[config.mk]
export PLATFORM = sky130hd
export DESIGN_NAME = flash_pe_seq
export DESIGN_NICKNAME = d
export VERILOG_FILES = /design/src/rtl/flash_seq_pkg.sv /design/src/rtl/flash_cmd_rom.sv /design/src/rtl/flash_bus_cycle.sv /design/src/rtl/flash_pe_seq.sv
export SDC_FILE = /design/constraint.sdc
export NUM_CORES = 1
export LEC_CHECK = 0
export ABC_AREA = 0
export CAP_MARGIN = 5
export CORE_ASPECT_RATIO = 0.75
export CORE_MARGIN = 8
export CORE_UTILIZATION = 40
export CTS_BUF_LIST = sky130_fd_sc_hd__clkbuf_4
export DETAILED_ROUTE_END_ITERATION = 7
export PLACE_DENSITY = 0.71
export SYNTH_ARGS = -nofsm -noshare
export SYNTH_HDL_FRONTEND = slang
export SYNTH_SLANG_ARGS = --single-unit
[constraint.sdc]
create_clock -name clk -period 3.19 [get_ports clk]
set_input_delay 0.638 -clock clk [delete_from_list [all_inputs] [get_ports clk]]
set_output_delay 0.638 -clock clk [all_outputs]
set_load 0.02 [all_outputs]
[src/rtl/flash_seq_pkg.sv]
package flash_seq_pkg;

   typedef enum logic [1:0] {
      OP_PROG  = 2'd0,
      OP_SECT  = 2'd1,
      OP_CHIP  = 2'd2,
      OP_IDEXT = 2'd3
   } flash_op_e;

   typedef enum logic [1:0] {
      WM_TOGGLE = 2'd0,
      WM_DPOLL  = 2'd1,
      WM_FIXED  = 2'd2,
      WM_FIXED2 = 2'd3
   } wait_mode_e;

   typedef enum logic [1:0] {
      PH_IDLE  = 2'd0,
      PH_WLOW  = 2'd1,
      PH_WHIGH = 2'd2,
      PH_RLOW  = 2'd3
   } bus_phase_e;

   localparam int UNLOCK_AW = 15;
   localparam logic [UNLOCK_AW-1:0] UNLK_HI = 15'h5555;
   localparam logic [UNLOCK_AW-1:0] UNLK_LO = 15'h2AAA;

   function automatic logic [2:0] last_step(input flash_op_e op);
      case (op)
         OP_PROG:  return 3'd3;
         OP_IDEXT: return 3'd2;
         default:  return 3'd5;
      endcase
   endfunction

endpackage

[src/rtl/flash_cmd_rom.sv]
module flash_cmd_rom
   import flash_seq_pkg::*;
#(
   parameter int AW = 18
) (
   input  logic [1:0]    op,
   input  logic [2:0]    step,
   input  logic [AW-1:0] tgt_addr,
   input  logic [7:0]    tgt_data,
   output logic [AW-1:0] cmd_addr,
   output logic [7:0]    cmd_data,
   output logic          cmd_last
);
   localparam logic [AW-1:0] A_HI = AW'(UNLK_HI);
   localparam logic [AW-1:0] A_LO = AW'(UNLK_LO);

   flash_op_e op_e;
   assign op_e = flash_op_e'(op);

   always_comb begin
      cmd_addr = A_HI;
      cmd_data = 8'hAA;
      case (step)
         3'd1: begin cmd_addr = A_LO; cmd_data = 8'h55; end
         3'd2: begin
            cmd_addr = A_HI;
            case (op_e)
               OP_PROG:  cmd_data = 8'hA0;
               OP_IDEXT: cmd_data = 8'hF0;
               default:  cmd_data = 8'h80;
            endcase
         end
         3'd3: begin
            if (op_e == OP_PROG) begin
               cmd_addr = tgt_addr;
               cmd_data = tgt_data;
            end
         end
         3'd4: begin cmd_addr = A_LO; cmd_data = 8'h55; end
         3'd5: begin
            if (op_e == OP_CHIP) begin
               cmd_addr = A_HI;
               cmd_data = 8'h10;
            end else begin
               cmd_addr = tgt_addr;
               cmd_data = 8'h30;
            end
         end
         default: ;
      endcase
   end

   assign cmd_last = (step == last_step(op_e));

endmodule

[src/rtl/flash_bus_cycle.sv]
module flash_bus_cycle
   import flash_seq_pkg::*;
#(
   parameter int AW      = 18,
   parameter int WE_LOW  = 3,
   parameter int WE_HIGH = 2,
   parameter int RD_LOW  = 3
) (
   input  logic          clk,
   input  logic          rst_n,
   input  logic          start,
   input  logic          rd_req,
   input  logic [AW-1:0] addr_in,
   input  logic [7:0]    wdat_in,
   output logic          cyc_done,
   output logic [7:0]    rdat,
   output logic [AW-1:0] bus_addr,
   output logic [7:0]    bus_dq_o,
   output logic          bus_dq_oe,
   input  logic [7:0]    bus_dq_i,
   output logic          bus_ce_n,
   output logic          bus_we_n,
   output logic          bus_oe_n
);
   localparam int PMAX0 = (WE_LOW > WE_HIGH) ? WE_LOW : WE_HIGH;
   localparam int PMAX  = (PMAX0 > RD_LOW) ? PMAX0 : RD_LOW;
   localparam int CW    = (PMAX > 1) ? $clog2(PMAX) : 1;

   generate
      if (WE_LOW < 1 || WE_HIGH < 1 || RD_LOW < 1) begin : g_bad_width
         $error("flash_bus_cycle: strobe widths must be at least one clock");
      end
   endgenerate

   bus_phase_e    ph;
   logic [CW-1:0] cnt;

   always_ff @(posedge clk or negedge rst_n) begin
      if (!rst_n) begin
         ph       <= PH_IDLE;
         cnt      <= '0;
         bus_addr <= '0;
         bus_dq_o <= '0;
         rdat     <= '0;
         cyc_done <= 1'b0;
      end else begin
         cyc_done <= 1'b0;
         case (ph)
            PH_IDLE: begin
               if (start) begin
                  bus_addr <= addr_in;
                  bus_dq_o <= wdat_in;
                  cnt      <= '0;
                  ph       <= rd_req ? PH_RLOW : PH_WLOW;
               end
            end
            PH_WLOW: begin
               if (cnt == CW'(WE_LOW - 1)) begin
                  cnt <= '0;
                  ph  <= PH_WHIGH;
               end else begin
                  cnt <= cnt + 1'b1;
               end
            end
            PH_WHIGH: begin
               if (cnt == CW'(WE_HIGH - 1)) begin
                  cnt      <= '0;
                  ph       <= PH_IDLE;
                  cyc_done <= 1'b1;
               end else begin
                  cnt <= cnt + 1'b1;
               end
            end
            default: begin
               if (cnt == CW'(RD_LOW - 1)) begin
                  cnt      <= '0;
                  rdat     <= bus_dq_i;
                  ph       <= PH_IDLE;
                  cyc_done <= 1'b1;
               end else begin
                  cnt <= cnt + 1'b1;
               end
            end
         endcase
      end
   end

   assign bus_ce_n  = (ph == PH_IDLE);
   assign bus_we_n  = (ph != PH_WLOW);
   assign bus_oe_n  = (ph != PH_RLOW);
   assign bus_dq_oe = (ph == PH_WLOW) || (ph == PH_WHIGH);


   we_low_ctl_chk: assert property (@(posedge clk) disable iff (!rst_n)
      !bus_we_n |-> (!bus_ce_n && bus_dq_oe));


   we_rise_hold_chk: assert property (@(posedge clk) disable iff (!rst_n)
      $rose(bus_we_n) |-> ($stable(bus_addr) && $stable(bus_dq_o) && bus_dq_oe));


   rd_release_chk: assert property (@(posedge clk) disable iff (!rst_n)
      !bus_oe_n |-> (!bus_dq_oe && bus_we_n && !bus_ce_n));


   start_idle_chk: assert property (@(posedge clk) disable iff (!rst_n)
      start |-> bus_ce_n);

endmodule

[src/rtl/flash_pe_seq.sv]
module flash_pe_seq
   import flash_seq_pkg::*;
#(
   parameter int AW          = 18,
   parameter int WE_LOW      = 3,
   parameter int WE_HIGH     = 2,
   parameter int RD_LOW      = 3,
   parameter int PROG_LIMIT  = 2000,
   parameter int ERASE_LIMIT = 250_000_000,
   parameter int PROG_FIXED  = 1500,
   parameter int ERASE_FIXED = 200_000_000,
   parameter int ID_RECOV    = 16
) (
   input  logic          clk,
   input  logic          rst_n,
   input  logic          req_valid,
   output logic          req_ready,
   input  logic [1:0]    req_op,
   input  logic [1:0]    req_wait,
   input  logic [AW-1:0] req_addr,
   input  logic [7:0]    req_data,
   output logic          rsp_valid,
   output logic          rsp_err,
   output logic [AW-1:0] flash_addr,
   output logic [7:0]    flash_dq_o,
   output logic          flash_dq_oe,
   input  logic [7:0]    flash_dq_i,
   output logic          flash_ce_n,
   output logic          flash_we_n,
   output logic          flash_oe_n
);
   localparam int TM0  = (PROG_LIMIT > ERASE_LIMIT) ? PROG_LIMIT : ERASE_LIMIT;
   localparam int TM1  = (TM0 > ERASE_FIXED) ? TM0 : ERASE_FIXED;
   localparam int TM2  = (TM1 > PROG_FIXED) ? TM1 : PROG_FIXED;
   localparam int TMAX = (TM2 > ID_RECOV) ? TM2 : ID_RECOV;
   localparam int TCW  = $clog2(TMAX + 1);

   generate
      if (AW < UNLOCK_AW) begin : g_bad_aw
         $error("flash_pe_seq: AW must cover the unlock addresses");
      end
      if (PROG_FIXED < 1 || ERASE_FIXED < 1 || ID_RECOV < 1) begin : g_bad_fixed
         $error("flash_pe_seq: fixed waits must be at least one clock");
      end
      if (PROG_LIMIT < 1 || ERASE_LIMIT < 1) begin : g_bad_limit
         $error("flash_pe_seq: poll limits must be positive");
      end
   endgenerate

   typedef enum logic [3:0] {
      S_IDLE, S_CMD, S_CMDW, S_RD1, S_RD1W, S_RD2, S_RD2W, S_TIMER, S_RSP
   } seq_st_e;

   seq_st_e       st;
   flash_op_e     op_q;
   wait_mode_e    mode_q;
   logic [AW-1:0] addr_q;
   logic [7:0]    data_q;
   logic [2:0]    step_q;
   logic [TCW-1:0] tcnt;
   logic          dq6_q;
   logic          err_q;

   logic [AW-1:0] cmd_addr;
   logic [7:0]    cmd_data;
   logic          cmd_last;
   logic          bus_start, bus_rd, bus_done;
   logic [7:0]    bus_rdat;
   logic          rd_unused;

   flash_cmd_rom #(.AW(AW)) u_rom (
      .op       (op_q),
      .step     (step_q),
      .tgt_addr (addr_q),
      .tgt_data (data_q),
      .cmd_addr (cmd_addr),
      .cmd_data (cmd_data),
      .cmd_last (cmd_last)
   );

   assign bus_start = (st == S_CMD) || (st == S_RD1) || (st == S_RD2);
   assign bus_rd    = (st != S_CMD);

   flash_bus_cycle #(
      .AW(AW), .WE_LOW(WE_LOW), .WE_HIGH(WE_HIGH), .RD_LOW(RD_LOW)
   ) u_bus (
      .clk       (clk),
      .rst_n     (rst_n),
      .start     (bus_start),
      .rd_req    (bus_rd),
      .addr_in   (bus_rd ? addr_q : cmd_addr),
      .wdat_in   (cmd_data),
      .cyc_done  (bus_done),
      .rdat      (bus_rdat),
      .bus_addr  (flash_addr),
      .bus_dq_o  (flash_dq_o),
      .bus_dq_oe (flash_dq_oe),
      .bus_dq_i  (flash_dq_i),
      .bus_ce_n  (flash_ce_n),
      .bus_we_n  (flash_we_n),
      .bus_oe_n  (flash_oe_n)
   );

   assign rd_unused = ^bus_rdat[5:0];

   // Per-operation budgets
   logic [TCW-1:0] lim, fix_len;
   logic           true7, poll_ok, in_wait;

   always_comb begin
      lim     = (op_q == OP_PROG) ? TCW'(PROG_LIMIT) : TCW'(ERASE_LIMIT);
      fix_len = (op_q == OP_PROG)  ? TCW'(PROG_FIXED) :
                (op_q == OP_IDEXT) ? TCW'(ID_RECOV) : TCW'(ERASE_FIXED);
      true7   = (op_q == OP_PROG) ? data_q[7] : 1'b1;
      poll_ok = (mode_q == WM_DPOLL) ? (bus_rdat[7] == true7)
                                     : (bus_rdat[6] == dq6_q);
   end

   assign in_wait = (st == S_RD1) || (st == S_RD1W) || (st == S_RD2) ||
                    (st == S_RD2W) || (st == S_TIMER);

   always_ff @(posedge clk or negedge rst_n) begin
      if (!rst_n) begin
         st     <= S_IDLE;
         op_q   <= OP_PROG;
         mode_q <= WM_TOGGLE;
         addr_q <= '0;
         data_q <= '0;
         step_q <= '0;
         tcnt   <= '0;
         dq6_q  <= 1'b0;
         err_q  <= 1'b0;
      end else begin
         if (in_wait && (tcnt != '1)) tcnt <= tcnt + 1'b1;
         case (st)
            S_IDLE: begin
               if (req_valid) begin
                  op_q   <= flash_op_e'(req_op);
                  mode_q <= wait_mode_e'(req_wait);
                  addr_q <= req_addr;
                  data_q <= req_data;
                  step_q <= '0;
                  err_q  <= 1'b0;
                  st     <= S_CMD;
               end
            end
            S_CMD: st <= S_CMDW;
            S_CMDW: begin
               if (bus_done) begin
                  if (cmd_last) begin
                     tcnt <= '0;
                     if (op_q == OP_IDEXT || mode_q == WM_FIXED || mode_q == WM_FIXED2)
                        st <= S_TIMER;
                     else if (mode_q == WM_DPOLL)
                        st <= S_RD2;
                     else
                        st <= S_RD1;
                  end else begin
                     step_q <= step_q + 1'b1;
                     st     <= S_CMD;
                  end
               end
            end
            S_RD1: st <= S_RD1W;
            S_RD1W: begin
               if (bus_done) begin
                  dq6_q <= bus_rdat[6];
                  st    <= S_RD2;
               end
            end
            S_RD2: st <= S_RD2W;
            S_RD2W: begin
               if (bus_done) begin
                  if (poll_ok) begin
                     err_q <= 1'b0;
                     st    <= S_RSP;
                  end else if (tcnt >= lim) begin
                     err_q <= 1'b1;
                     st    <= S_RSP;
                  end else begin
                     st <= (mode_q == WM_DPOLL) ? S_RD2 : S_RD1;
                  end
               end
            end
            S_TIMER: begin
               if (tcnt >= fix_len - 1'b1) st <= S_RSP;
            end
            default: st <= S_IDLE;
         endcase
      end
   end

   assign req_ready = (st == S_IDLE);
   assign rsp_valid = (st == S_RSP);
   assign rsp_err   = (st == S_RSP) && err_q;


   accept_busy_chk: assert property (@(posedge clk) disable iff (!rst_n)
      (req_valid && req_ready) |=> !req_ready);


   rsp_release_chk: assert property (@(posedge clk) disable iff (!rst_n)
      rsp_valid |=> (req_ready && !rsp_valid));


   fixed_no_read_chk: assert property (@(posedge clk) disable iff (!rst_n)
      (st == S_TIMER) |-> (flash_oe_n && flash_we_n));


   err_only_polled_chk: assert property (@(posedge clk) disable iff (!rst_n)
      (rsp_valid && rsp_err) |-> (mode_q == WM_TOGGLE || mode_q == WM_DPOLL));

endmodule

==> flow_results.xml <==
<?xml version="1.0" encoding="UTF-8"?>
<metrics>
  <group name="clock_network">
    <metric name="clkSlewWorstSetupHoldPaths" unit="ps">170</metric>
    <metric name="root_buffer" unit="">sky130_fd_sc_hd__clkbuf_4</metric>
    <metric name="cts_inserted_buffers" unit="">9</metric>
    <metric name="clk_path_buf_depth" unit="">2</metric>
    <metric name="cts_num_sinks" unit="">100</metric>
    <metric name="clk_latency" unit="ps">470</metric>
    <metric name="htree_levels" unit="">3</metric>
    <metric name="tritoncts" unit="">yes</metric>
  </group>
  <group name="synth">
    <metric name="synth_enable_flop_cells" unit="">0</metric>
    <metric name="ys_async_sr_fraction" unit="">1.000</metric>
    <metric name="number_of_instances_in_the_synthesized_netlist" unit="">629</metric>
    <metric name="synth_ff_type" unit="">sky130_fd_sc_hd__dfrtp_1</metric>
    <metric name="post_synth_num_cell_types" unit="">61</metric>
    <metric name="netlist_area" unit="mm2">0.005881</metric>
    <metric name="yosys_register_bits" unit="">100</metric>
    <metric name="synth_seq_area_share" unit="">0.4255</metric>
    <metric name="syn_avg_cell_area" unit="um2">9.349</metric>
    <metric name="synth.yosys.warnings" unit="">0</metric>
  </group>
  <group name="pwr">
    <metric name="peakVddDrop" unit="mV">0.6068</metric>
    <metric name="post_layout_power" unit="mW">5.766</metric>
    <metric name="leakagePower" unit="nW">3.089</metric>
    <metric name="power_per_cell_area" unit="mW/mm2">828.9</metric>
  </group>
  <group name="global_routing">
    <metric name="maximum_number_of_pins_on_one_net_before_global_route_repair" unit="">44</metric>
    <metric name="global_route_usage_over_all_layers" unit="">0.1615</metric>
    <metric name="grt_pass1_vias" unit="">5017</metric>
    <metric name="leftover_overflow_at_the_end_of_global_routing" unit="">0</metric>
    <metric name="antenna_found_initial" unit="">1</metric>
    <metric name="grt_pass1_wl" unit="um">24950</metric>
  </group>
  <group name="critical_path">
    <metric name="critical_path_required" unit="ps">3570</metric>
    <metric name="critPathMaxStageDelay" unit="ps">440</metric>
    <metric name="rr_endpoint" unit="">st[2]$_DFFE_PN0P_</metric>
    <metric name="cpLargestDelayFamily" unit="">compound AO/OA/AOI/OAI gates</metric>
    <metric name="crit_end_element" unit="">flop</metric>
    <metric name="path_class" unit="">flop to flop</metric>
    <metric name="regToRegStartpoint" unit="">op_q[0]$_DFFE_PN0P_</metric>
    <metric name="worstPathCellList" unit="">inv_1, ha_1, clkinv_1, ha_1, a21o_1, a311oi_1, a311oi_1, a21oi_2, o311ai_4, or4_1, a311oi_2</metric>
    <metric name="worst_endpoint_data_arrival_time" unit="ps">3370</metric>
    <metric name="cell_with_the_biggest_individual_delay_on_the_critical_path" unit="">sky130_fd_sc_hd__dfrtp_1</metric>
    <metric name="setup_crit_end" unit="">st[2]$_DFFE_PN0P_</metric>
    <metric name="ff2ff_setup_slack" unit="ps">200</metric>
    <metric name="critPathMaxFanout" unit="">5</metric>
    <metric name="worstPathBufferInverterCount" unit="">2</metric>
    <metric name="cp-start-kind" unit="">flop</metric>
    <metric name="crit_start" unit="">op_q[0]$_DFFE_PN0P_</metric>
    <metric name="rr_worst_depth" unit="">11</metric>
    <metric name="timing.critical_path.depth" unit="">11</metric>
  </group>
  <group name="floorplan">
    <metric name="coreArea" unit="mm2">0.01441</metric>
    <metric name="num_rows" unit="">38</metric>
    <metric name="pin_count" unit="">74</metric>
    <metric name="die_height" unit="um">121.0</metric>
    <metric name="die_width" unit="um">156.0</metric>
    <metric name="effective_utilization_at_floorplan" unit="">0.4082</metric>
    <metric name="floorplan.die_area" unit="mm2">0.01888</metric>
  </group>
  <group name="detailed_routing">
    <metric name="length_of_the_first_detailed_routing_pass_in_iterations" unit="">5</metric>
    <metric name="wl_per_cell" unit="um">16.50</metric>
    <metric name="drt_iter0_markers" unit="">357</metric>
    <metric name="route.vias.total" unit="">5042</metric>
    <metric name="route.detailed.drc" unit="">0</metric>
    <metric name="vias_per_cell" unit="">5.553</metric>
    <metric name="wl" unit="um">14990</metric>
    <metric name="detail-route-antenna-nets" unit="">0</metric>
  </group>
  <group name="sta">
    <metric name="setup_tns" unit="ps">0</metric>
    <metric name="report.final.setup_viol" unit="">0</metric>
    <metric name="min_period_over_period" unit="">0.9380</metric>
    <metric name="finalClockSkew" unit="ps">18.21</metric>
    <metric name="max-slew-margin-rel" unit="">0.5041</metric>
    <metric name="final_period_minus_worst_setup_slack" unit="ps">2992</metric>
    <metric name="timing.final.hold_violations" unit="">0</metric>
    <metric name="worst_tran_pin_value" unit="ps">740.4</metric>
    <metric name="setup_ws" unit="ps">197.8</metric>
    <metric name="finalMaxSlewViolations" unit="">0</metric>
    <metric name="rsz0062_at_grt" unit="">no</metric>
    <metric name="max_freq" unit="MHz">334.2</metric>
  </group>
  <group name="final_layout">
    <metric name="syn2layout_area_growth" unit="%">18.28</metric>
    <metric name="layout_common_cells" unit="">sky130_fd_sc_hd__dfrtp_1 (100), sky130_fd_sc_hd__nand2_1 (70), sky130_fd_sc_hd__clkdlybuf4s50_1 (66)</metric>
    <metric name="post-route-cell-area" unit="mm2">0.006955</metric>
    <metric name="final-instance-count-excl-fill" unit="">908</metric>
    <metric name="layout_commonest_cell" unit="">sky130_fd_sc_hd__dfrtp_1</metric>
    <metric name="finalNetCount" unit="">785</metric>
    <metric name="drive_gt1_frac" unit="">0.1103</metric>
  </group>
  <group name="place">
    <metric name="numPortBuffers" unit="">67</metric>
    <metric name="gp_congestion" unit="">0.8861</metric>
    <metric name="cells_after_dpl" unit="">891</metric>
    <metric name="place.detailed.hpwl" unit="um">11160</metric>
    <metric name="place_ws" unit="ps">176.9</metric>
    <metric name="detailed_place.area" unit="mm2">0.006827</metric>
  </group>
  <group name="flow_run">
    <metric name="timing.max_cap.violations" unit="">0</metric>
  </group>
  <group name="hold_path">
    <metric name="timing.hold.worst.class" unit="">input port to asynchronous set/reset pin</metric>
  </group>
  <group name="status">
    <metric name="run_status" unit="">finished clean</metric>
  </group>
</metrics>
flip-flops by register name, indices dropped and copies added (netlist names), 2 cells and up:
register,flops
u_bus.rdat,2
u_bus.bus_addr,18
mode_q,2
st,4
op_q,2
u_bus.cnt,2
data_q,8
u_bus.bus_dq_o,8
addr_q,18
u_bus.ph,2
tcnt,28
step_q,3
cell families (layout without fill, tap and decap cells):
logic type	after synthesis	after routing	synth area share
AND/OR/NAND/NOR	224	224	0.1851
AO/OA/AOI/OAI	155	155	0.1617
flip-flops	100	100	0.4255
buffers and inverters	45	119	0.03106
adder cells (fa/ha/maj)	42	42	0.08936
multiplexers	34	34	0.06489
XOR/XNOR	28	28	0.04170
other	1	6	0.0006377
power breakdown:
part	leakage [nW]	switching (mW)	internal [mW]
Sequential	1.28	0.383	1.71
Clock	0.0609	0.457	0.176
Combinational	1.75	1.70	1.34
layer usage:
layer / vias up / track usage / share of wire
met5: - / 0 / 0
met4: 0 / 0.04958 / 0.016
met3: 20 / 0.03345 / 0.062
met2: 170 / 0.2554 / 0.46
met1: 2466 / 0.2183 / 0.46
li1: 2386 / - / -
layout make-up:
cell class	instances	area [um2]
diodes	1	2.502
clock buffers	10	75.07
clock inverters	6	47.55
fillers	1344	7451
inverters	20	75.07
multi-input cells	488	3214
flip-flops and latches	100	2502
well taps	200	250.2
repair buffers	83	788.3
worst min path at each step:
stage,startpoint,end,slack (ps),depth (start not counted)
detailed placement,u_bus.bus_addr[6]$_DFFE_PN0P_,u_bus.bus_addr[6]$_DFFE_PN0P_,470,2
finish,rst_n,tcnt[24]$_DFF_PN0_,120,1
global placement,u_bus.bus_addr[16]$_DFFE_PN0P_,u_bus.bus_addr[16]$_DFFE_PN0P_,460,2
floorplan,rst_n,addr_q[0]$_DFFE_PN0P_,340,0
CTS,rst_n,tcnt[24]$_DFF_PN0_,140,1
global route,rst_n,tcnt[27]$_DFF_PN0_,150,1
cells in the mapped netlist (all sizes together), types with 4 or more instances:
cell type	n	share of area
a211oi	5	0.0072
a21o	4	0.0051
a21oi	46	0.039
and2	8	0.0085
and3	8	0.0085
and4	4	0.0060
buf	5	0.0053
clkbuf	20	0.013
dfrtp	100	0.43
ha	42	0.089
inv	19	0.012
mux2	33	0.063
nand2	70	0.045
nand2b	6	0.0064
nand3	17	0.014
nand4	12	0.013
nor2	56	0.036
nor2b	9	0.0096
nor3	12	0.010
o21a	4	0.0051
o21ai	61	0.052
o22ai	9	0.0096
o41ai	4	0.0060
or3	7	0.0074
xnor2	8	0.012
xor2	20	0.030
what timing repair did:
action	in CTS	in global routing
hold buffers	0	0
resized for setup	0	1
setup buffers	0	0
endpoints found under the setup margin	0	1
through the flow:
step                      utilization  hold WS (ps)
after floorplan                     -         342.4
after global placement         0.4739         455.3
after detailed placement       0.4739         470.8
after CTS                      0.4824         137.6
after global routing           0.4828         152.2
final                          0.4828         123.5
(Power assumes the default switching activity.)
